`src/rtl/irq_pkg.sv`:
```
package irq_pkg;
  localparam int unsigned IRQ_W   = 32;
  localparam int unsigned SUM_BIT = 15;
  localparam logic [IRQ_W-1:0] EVT_MASK = 32'h3077_0033;
  localparam logic [IRQ_W-1:0] SIG_MASK = EVT_MASK | (32'h1 << SUM_BIT);

  typedef enum logic [1:0] {
    ADDR_STATUS = 2'd0,
    ADDR_STS_EN = 2'd1,
    ADDR_SIG_EN = 2'd2,
    ADDR_RSVD   = 2'd3
  } irq_addr_e;
endpackage

```
`src/rtl/irq_enable_reg.sv`:
```
module irq_enable_reg #(
  parameter int unsigned         W       = 32,
  parameter logic [W-1:0]        WR_MASK = '1
) (
  input  logic         clk_i,
  input  logic         rst_ni,
  input  logic         we_i,
  input  logic [W-1:0] wdata_i,
  output logic [W-1:0] en_o
);
  logic [W-1:0] en_q;

  always_ff @(posedge clk_i or negedge rst_ni) begin
    if (!rst_ni)   en_q <= '0;
    else if (we_i) en_q <= wdata_i & WR_MASK;
  end

  assign en_o = en_q;

  // enables move only on their own write, never on soft clear
  AST_EN_HOLD: assert property (@(posedge clk_i) disable iff (!rst_ni)
    !we_i |=> $stable(en_o)) else $error("enable changed without write");
endmodule

```
`src/rtl/irq_status_reg.sv`:
```
module irq_status_reg #(
  parameter int unsigned  W        = 32,
  parameter logic [W-1:0] EVT_MASK = '1
) (
  input  logic         clk_i,
  input  logic         rst_ni,
  input  logic         soft_clr_i,
  input  logic [W-1:0] evt_i,
  input  logic [W-1:0] sts_en_i,
  input  logic [W-1:0] clr_i,
  output logic [W-1:0] sts_o
);
  for (genvar i = 0; i < W; i++) begin : g_bit
    if (EVT_MASK[i]) begin : g_cell
      logic q;
      logic set;
      assign set = evt_i[i] & sts_en_i[i];

      // event beats same-cycle clear
      always_ff @(posedge clk_i or negedge rst_ni) begin
        if (!rst_ni)         q <= 1'b0;
        else if (soft_clr_i) q <= 1'b0;
        else if (set)        q <= 1'b1;
        else if (clr_i[i])   q <= 1'b0;
      end
      assign sts_o[i] = q;

      AST_EVT_SETS: assert property (@(posedge clk_i) disable iff (!rst_ni)
        (evt_i[i] && sts_en_i[i] && !soft_clr_i) |=> sts_o[i]) else $error("event lost");
      AST_W1C: assert property (@(posedge clk_i) disable iff (!rst_ni)
        (clr_i[i] && !evt_i[i]) |=> !sts_o[i]) else $error("clear failed");
      AST_MASKED_HOLD: assert property (@(posedge clk_i) disable iff (!rst_ni)
        (!sts_o[i] && !(evt_i[i] && sts_en_i[i])) |=> !sts_o[i]) else $error("masked set");
    end else begin : g_rsvd
      assign sts_o[i] = 1'b0;
    end
  end

  AST_SOFT_CLR: assert property (@(posedge clk_i) disable iff (!rst_ni)
    soft_clr_i |=> (sts_o == '0)) else $error("soft clear missed");
endmodule

```
`src/rtl/irq_line.sv`:
```
module irq_line #(
  parameter int unsigned W = 32
) (
  input  logic         clk_i,
  input  logic         rst_ni,
  input  logic [W-1:0] view_i,
  input  logic [W-1:0] sig_en_i,
  output logic         irq_o
);
  logic irq_q;

  always_ff @(posedge clk_i or negedge rst_ni) begin
    if (!rst_ni) irq_q <= 1'b0;
    else         irq_q <= |(view_i & sig_en_i);
  end

  assign irq_o = irq_q;

  AST_IRQ_NEEDS_EN: assert property (@(posedge clk_i) disable iff (!rst_ni)
    $rose(irq_o) |-> $past(|sig_en_i)) else $error("irq without enable");
  AST_IRQ_NEEDS_STS: assert property (@(posedge clk_i) disable iff (!rst_ni)
    $rose(irq_o) |-> $past(|view_i)) else $error("irq without status");
endmodule

```
`src/rtl/irq_status_unit.sv`:
```
module irq_status_unit
  import irq_pkg::*;
#(
  parameter int unsigned W = IRQ_W
) (
  input  logic         clk_i,
  input  logic         rst_ni,
  input  logic         soft_clr_i,
  input  logic [W-1:0] evt_i,
  input  logic         reg_we_i,
  input  logic [1:0]   reg_addr_i,
  input  logic [W-1:0] reg_wdata_i,
  output logic [W-1:0] reg_rdata_o,
  output logic         irq_o
);
  localparam int unsigned ERR_LO = W / 2;

  logic [W-1:0] sts_en, sig_en, sts, view, clr;
  logic         we_sts_en, we_sig_en, summary;

  assign we_sts_en = reg_we_i && (reg_addr_i == ADDR_STS_EN);
  assign we_sig_en = reg_we_i && (reg_addr_i == ADDR_SIG_EN);
  assign clr = (reg_we_i && reg_addr_i == ADDR_STATUS) ? reg_wdata_i : '0;

  irq_enable_reg #(.W(W), .WR_MASK(EVT_MASK[W-1:0])) u_sts_en (
    .clk_i, .rst_ni, .we_i(we_sts_en), .wdata_i(reg_wdata_i), .en_o(sts_en)
  );

  irq_enable_reg #(.W(W), .WR_MASK(SIG_MASK[W-1:0])) u_sig_en (
    .clk_i, .rst_ni, .we_i(we_sig_en), .wdata_i(reg_wdata_i), .en_o(sig_en)
  );

  irq_status_reg #(.W(W), .EVT_MASK(EVT_MASK[W-1:0])) u_sts (
    .clk_i, .rst_ni, .soft_clr_i, .evt_i, .sts_en_i(sts_en), .clr_i(clr), .sts_o(sts)
  );

  assign summary = |sts[W-1:ERR_LO];

  always_comb begin
    view = sts;
    view[SUM_BIT] = summary;
  end

  irq_line #(.W(W)) u_line (
    .clk_i, .rst_ni, .view_i(view), .sig_en_i(sig_en), .irq_o
  );

  always_comb begin
    unique case (reg_addr_i)
      ADDR_STATUS: reg_rdata_o = view;
      ADDR_STS_EN: reg_rdata_o = sts_en;
      ADDR_SIG_EN: reg_rdata_o = sig_en;
      default:     reg_rdata_o = '0;
    endcase
  end

  AST_RSVD_ADDR: assert property (@(posedge clk_i) disable iff (!rst_ni)
    (reg_addr_i == ADDR_RSVD) |-> (reg_rdata_o == '0)) else $error("rsvd addr");
  AST_SUM_TRACKS: assert property (@(posedge clk_i) disable iff (!rst_ni)
    (reg_addr_i == ADDR_STATUS) |-> (reg_rdata_o[SUM_BIT] == (sts[W-1:ERR_LO] != '0)))
    else $error("summary wrong");
endmodule

```
`config.mk`:
```
export PLATFORM = sky130hd
export DESIGN_NAME = irq_status_unit
export DESIGN_NICKNAME = d
export VERILOG_FILES = /design/src/rtl/irq_pkg.sv /design/src/rtl/irq_enable_reg.sv /design/src/rtl/irq_status_reg.sv /design/src/rtl/irq_line.sv /design/src/rtl/irq_status_unit.sv
export SDC_FILE = /design/constraint.sdc
export NUM_CORES = 1
export LEC_CHECK = 0
export ABC_AREA = 1
export BUFFER_PORTS_ARGS = -buffer_cell sky130_fd_sc_hd__buf_2
export CORE_UTILIZATION = 30
export DETAILED_ROUTE_END_ITERATION = 16
export PLACE_DENSITY_LB_ADDON = 0.12
export RECOVER_POWER = 50
export SLEW_MARGIN = 15
export SYNTH_ARGS = -nofsm -noshare
export SYNTH_HDL_FRONTEND = slang
export SYNTH_SLANG_ARGS = --single-unit
```
`constraint.sdc`:
```
create_clock -name clk_i -period 1.4 [get_ports clk_i]
set_input_delay 0.35 -clock clk_i [delete_from_list [all_inputs] [get_ports clk_i]]
set_output_delay 0.35 -clock clk_i [all_outputs]
set_load 0.05 [all_outputs]
```
==> results of run 1 <==
-- cell type report --
class / instances / area [µm²] / share of cell area (%)
multi-input combinational: 203 / 1160 / 37.5
sequential: 38 / 951 / 30.6
timing repair buffer: 78 / 762 / 24.5
tap: 77 / 96.3 / 3.10
clock buffer: 7 / 76.3 / 2.46
inverter: 14 / 57.6 / 1.85
-- registers in the layout, summed over array words and instances (netlist names) --
register              cells
u_sts_en.en_o            12
u_line.irq_o              1
u_sig_en.en_o            13
u_sts.g_bit.g_cell.q     12
-- repair_timing --
item | 4_1_cts | 5_1_grt
setup endpoints to repair | 13 | 13
gates resized for setup | 70 | 50
pin swaps | 13 | 18
hold endpoints to repair | 11 | 0
gates cloned | 2 | 1
hold buffers | 1 | 0
setup buffers | 6 | 3
-- cells in the final DEF (no fill, tap or decap) --
cell type,instances
nand2_1,74
dfrtp_1,38
buf_2,28
o21ai_1,22
conb_1,19
nand2_4,18
nand2_2,18
nand3_1,13
buf_4,13
inv_1,12
a21oi_1,12
buf_6,12
buf_8,10
buf_12,8
nand3_4,6
nand3_2,6
nor2_1,6
clkbuf_8,5
nor2_4,3
o21ai_2,3
clkbuf_1,3
clkbuf_2,3
inv_4,2
clkbuf_16,2
nor2_2,1
nand4_1,1
o21ai_0,1
dlygate4sd3_1,1
-- worst max-delay path: stages, from the launching register on --
cell	delay (ns)
dfrtp_1	0.39
nor2_1	0.10
nand2_1	0.08
o21ai_2	0.15
nand2_2	0.08
buf_8	0.15
-- worst min-delay path by stage --
stage	start	to	slack [ns]	cells after the start
6_report	reg_wdata_i[15]	u_sig_en.en_o[15]	0.30	3
3_3_place_gp	rst_ni	u_sig_en.en_o[1]	0.30	1
3_5_place_dp	rst_ni	u_sig_en.en_o[1]	0.30	1
5_1_grt	evt_i[28]	u_sts.g_bit[28].g_cell.q	0.31	3
2_1_floorplan	rst_ni	u_line.irq_o	0.05	0
4_1_cts	evt_i[28]	u_sts.g_bit[28].g_cell.q	0.30	3
-- report_power, final --
| group | internal, µW | switching, µW | total, µW | leakage, µW |
|---|---|---|---|---|
| Combinational | 459 | 706 | 1170 | 0.00119 |
| Sequential | 1260 | 151 | 1410 | 0.000484 |
| Clock | 343 | 374 | 717 | 0.0000383 |
| Total | 2060 | 1230 | 3290 | 0.00171 |
-- layer usage --
metal | vias to the layer above | track usage [%]
met5 | - | 0
met4 | 0 | 6.01
met3 | 4 | 3.17
met2 | 42 | 26.1
met1 | 865 | 23.3
li1 | 958 | -
-- metrics by stage --
step | hold slack (ns) | TNS, ns | setup slack [ns]
after floorplan | 0.0544 | -0.0185 | -0.0185
after global placement | 0.301 | -2.79 | -0.250
after detailed placement | 0.296 | -2.90 | -0.258
after CTS | 0.303 | -1.31 | -0.197
after global routing | 0.312 | -1.54 | -0.260
final | 0.301 | -0.995 | -0.192
-- kinds of logic after synthesis --
logic type      after synthesis
other cells                   1
simple gates                146
compound gates               38
flops                        38
buf+inv                      43
==> impl_metrics.yaml, run 1 <==
timing:
  maxClockFrequency_ghz: 0.628
  finalHoldViolCount: 0
  final.min_clock_period_ns: 1.59
  setup_ws_ns: -0.192
  skew_ns: 0.00388
  drv_slew: 0
  rsz0062_at_grt: "true"
  setup_viol: 13
  fin_crit_sh_pct: 114
finish:
  drive_gt1_share_pct: 40.6
  antenna_cells: 0
  syn_to_final_growth_pct: 55.5
  final_cells: 417
  finalNetCount: 410
  fin_util_pct: 48.7
  num-fill-cells: 653
  design_area_mm2: 0.00311
setup_path:
  r2r-end: "u_line.irq_o"
  criticalPathCategory: "reg -> out"
  r2r_cells: 8
  cp-end-kind: "primary output"
  crit_start: "u_sts.g_bit[16].g_cell.q"
  start_kind: "register"
  r2r_start: "u_sts.g_bit[20].g_cell.q"
  required_ns: 1.05
  worst-path-max-fanout: 2
  crit_end: "reg_rdata_o[15]"
  arrival_ns: 1.24
  reg2reg_slack_ns: 0.17
synth:
  synth_cell_types: 18
  synth.area.top_cells: "dfrtp_1, nand2_1, buf_4"
  synth_mux_area_share_pct: 0
  synth_top_family_by_area: "simple AND/OR/NAND/NOR gates"
  synthAdderAreaFrac_pct: 0
  synth_common_cells: "nand2_1, dfrtp_1, nand3_1"
  syn_area_mm2: 0.00200
  synthSimpleGateAreaFrac_pct: 30.0
  yosys_warnings: 0
  async_flop_share_pct: 100
  synth_seq_cells: 38
  synth_edf_count: 0
  synth_xor_xnor_area_share_pct: 0
  ys_seq_area_share_pct: 47.6
  yosysTopAreaCellShare_pct: 47.6
  netlist_instances: 266
  avgSynthCellArea_um2: 7.51
  synth.most_common_cell: "nand2_1"
  synth_compound_area_share_pct: 9.89
  synth-main-ff-cell: "dfrtp_1"
  synth_area_leader_cell: "dfrtp_1"
floorplanning:
  fp.dieW_um: 83.6
  die_area_mm2: 0.00699
  rows: 29
  core_mm2: 0.00639
  io-pin-count: 103
  die_y_um: 83.6
  start_util_pct: 31.3
grt:
  grt_pass1_vias: 1808
  grt_pass1_wl_um: 9100
  gr-total-overflow: 0
  grt_max_degree: 16
  antenna_found_initial: 0
  grtUsageTotal_pct: 16.8
pwr:
  power_density_mw_per_mm2: 1060
  vdd_ir_drop_max_mv: 0.674
  p_leak_uw: 0.00171
  power_uw: 3290
drt:
  vias: 1869
  wl_met2_um: 2730
  drt-initial-drc-count: 62
  wire_per_inst_um: 13.4
  routed_wl_um: 5580
  first_pass_iters: 4
  wl_met1_um: 2640
  wl_met3_um: 168
  drc: 0
  vias_per_cell: 4.48
  highest_layer: "met4"
  ant_nets: 0
clocking:
  numCtsBuffers: 5
  cts_tree: "yes"
  path_clk_slew_ns: 0.07
  clk_latency_ns: 0.28
  cts_buffer_depth: 2
  root_buffer: "clkbuf_8"
  clock_sinks: 38
  h-tree-depth: 2
status:
  status: "complete, but fails checks"
  violations: "setup timing"
placed_design:
  dp_cells: 398
  place_congestion: 0.749
  placed_cell_area_mm2: 0.00250
  dp_hpwl_um: 3760
  port_buffers: 44
run:
  drv_cap: 0
worst_hold_path:
  min_path_type: "in -> reg"
Power figures use the tool's default switching activity.
==> run 2: changes to the inputs <==
--- a/config.mk
+++ b/config.mk
@@ -9,9 +9,11 @@
 export BUFFER_PORTS_ARGS = -buffer_cell sky130_fd_sc_hd__buf_2
 export CORE_UTILIZATION = 30
 export DETAILED_ROUTE_END_ITERATION = 16
+export MAX_ROUTING_LAYER = met4
 export PLACE_DENSITY_LB_ADDON = 0.12
 export RECOVER_POWER = 50
 export SLEW_MARGIN = 15
 export SYNTH_ARGS = -nofsm -noshare
 export SYNTH_HDL_FRONTEND = slang
 export SYNTH_SLANG_ARGS = --single-unit
+export TNS_END_PERCENT = 1
==> run 2 against run 1 <==
  * The run still ends with setup timing left
  * Largest power group unchanged
  * Fmax about the same
  * Largest cell class is now sequential cells
  * Total power down 6.9%
  * Clock power about the same
  * Core utilization down 8.2 points
  * Critical path depth unchanged
  * Worst hold slack worse by 0.0070 ns
  * Sequential share of layout area up 6.2 points
  * Critical path type unchanged
  * Global-route usage down 0.33 points
  * Routed wire length down 7.4%
  * Setup slack better by 0.0011 ns
==> impl_metrics.yaml, run 2 (same netlist as run 1, synthesis figures left out) <==
floorplanning:
  core_mm2: 0.00639
  rows: 29
  fp.dieW_um: 83.6
  io-pin-count: 103
  die_y_um: 83.6
  die_area_mm2: 0.00699
  start_util_pct: 31.3
timing:
  finalHoldViolCount: 0
  fin_crit_sh_pct: 114
  final.min_clock_period_ns: 1.59
  setup_ws_ns: -0.190
  skew_ns: 0.00483
  maxClockFrequency_ghz: 0.629
  relSlewSlack_pct: 34.4
  fin_setup_tns_ns: -1.25
  drv_slew: 0
  worstMarginPinSlew_ns: 0.983
  rsz0062_at_grt: "true"
  setup_viol: 13
clocking:
  clock_sinks: 38
  h-tree-depth: 2
  cts_buffer_depth: 2
  clk_latency_ns: 0.29
  numCtsBuffers: 5
  cts_tree: "yes"
  root_buffer: "clkbuf_8"
  path_clk_slew_ns: 0.07
setup_path:
  crit_slowest_cell: "dfrtp_1"
  cp_cell_sequence: "buf_4, buf_4, nand2_1, nand3_1, buf_6"
  start_kind: "register"
  reg2reg_slack_ns: 0.25
  arrival_ns: 1.24
  cpPeakStageDelay_ns: 0.39
  worst-path-max-fanout: 3
  crit_path_frequent_cell: "buf_4"
  crit_family: "buffers and inverters"
  required_ns: 1.05
  criticalPathCategory: "reg -> out"
  path_buf_inv: 3
  cp-end-kind: "primary output"
placed_design:
  dp_hpwl_um: 3540
  place_congestion: 0.740
  dp_worst_setup_slack_ns: -0.206
  port_buffers: 44
  placed_cell_area_mm2: 0.00241
  dp_cells: 396
grt:
  grtUsageMet2_pct: 25.1
  grt_pass1_wl_um: 8680
  grtUsageTotal_pct: 16.4
  top_usage_layer: "met2"
  grt_use_met3_pct: 2.67
  gr-total-overflow: 0
  antenna_found_initial: 0
  grt_pass1_vias: 1805
  grt_max_degree: 39
  gr-usage-met1_pct: 21.9
worst_hold_path:
  min_path_type: "in -> async"
drt:
  ant_nets: 0
  routed_wl_um: 5170
  first_pass_iters: 4
  wire_per_inst_um: 12.8
  drt-initial-drc-count: 129
  drc: 0
  vias: 1802
  vias_per_cell: 4.46
status:
  status: "complete, but fails checks"
  violations: "setup timing"
finish:
  num-fill-cells: 684
  drive_gt1_share_pct: 26.3
  largest_reg_flops: 13
  mostFrequentLayoutCells: "nand2_1, dfrtp_1, buf_2"
  final_cells: 404
  antenna_cells: 0
  design_area_mm2: 0.00258
  syn_to_final_growth_pct: 29.4
  finalNetCount: 397
  layout_commonest_cell: "nand2_1"
pwr:
  vdd_ir_drop_max_mv: 0.458
  power_uw: 3060
  p_leak_uw: 0.00134
  power_density_mw_per_mm2: 1190
run:
  drv_cap: 0
## run 2: cell types whose count changed in the layout (fill, tap and decap cells not counted), sizes merged
cell         previous run  this run
buf                    71        64
dlygate4sd3             1         0
clkbuf                 13         8
## run 2: per-stage QoR
| step | util (%) | hold slack (ns) |
|---|---|---|
| floorplan | - | 0.0544 |
| global placement | 37.7 | 0.338 |
| detailed placement | 37.7 | 0.343 |
| CTS | 40.5 | 0.0250 |
| global route | 40.5 | 0.306 |
| finish | 40.5 | 0.294 |
## run 2: worst paths after layout
path	cells after the start	end	start
min in group clk_i	3	u_sts.g_bit[4].g_cell.q	evt_i[4]
hold reg to reg	2	u_sig_en.en_o[15]	u_sig_en.en_o[15]
hold / removal	2	u_sts_en.en_o[21]	rst_ni
setup reg to reg	7	u_line.irq_o	u_sts.g_bit[20].g_cell.q
max in group asynchronous	2	u_sts_en.en_o[28]	rst_ni
setup / recovery	5	reg_rdata_o[28]	u_sts.g_bit[28].g_cell.q
## run 2: report_power, final
group	leakage [µW]	internal [µW]	switching (µW)
Sequential	0.000484	1260	112
Clock	0.0000383	343	375
Combinational	0.000820	335	642
## run 2: repair_timing
| item | in CTS | in global routing |
|---|---|---|
| setup endpoints to repair | 13 | 13 |
| setup buffers | 0 | 1 |
| hold buffers | 0 | 0 |
| gates resized for setup | 32 | 2 |
| pin swaps | 3 | 2 |
## run 2: cell type report
cell class	count	area, µm²	share of cell area, %
multi-input combinational	203	895	34.6
inverter	14	52.6	2.03
clock buffer	7	76.3	2.95
timing repair buffer	65	514	19.9
tap	77	96.3	3.73
sequential	38	951	36.8
## run 2: routing by layer
| layer | part of all wire (%) | vias up |
|---|---|---|
| li1 | - | 927 |
| met1 | 49 | 815 |
| met2 | 45 | 52 |
| met3 | 4.0 | 8 |
| met4 | 1.5 | 0 |
| met5 | 0 | - |
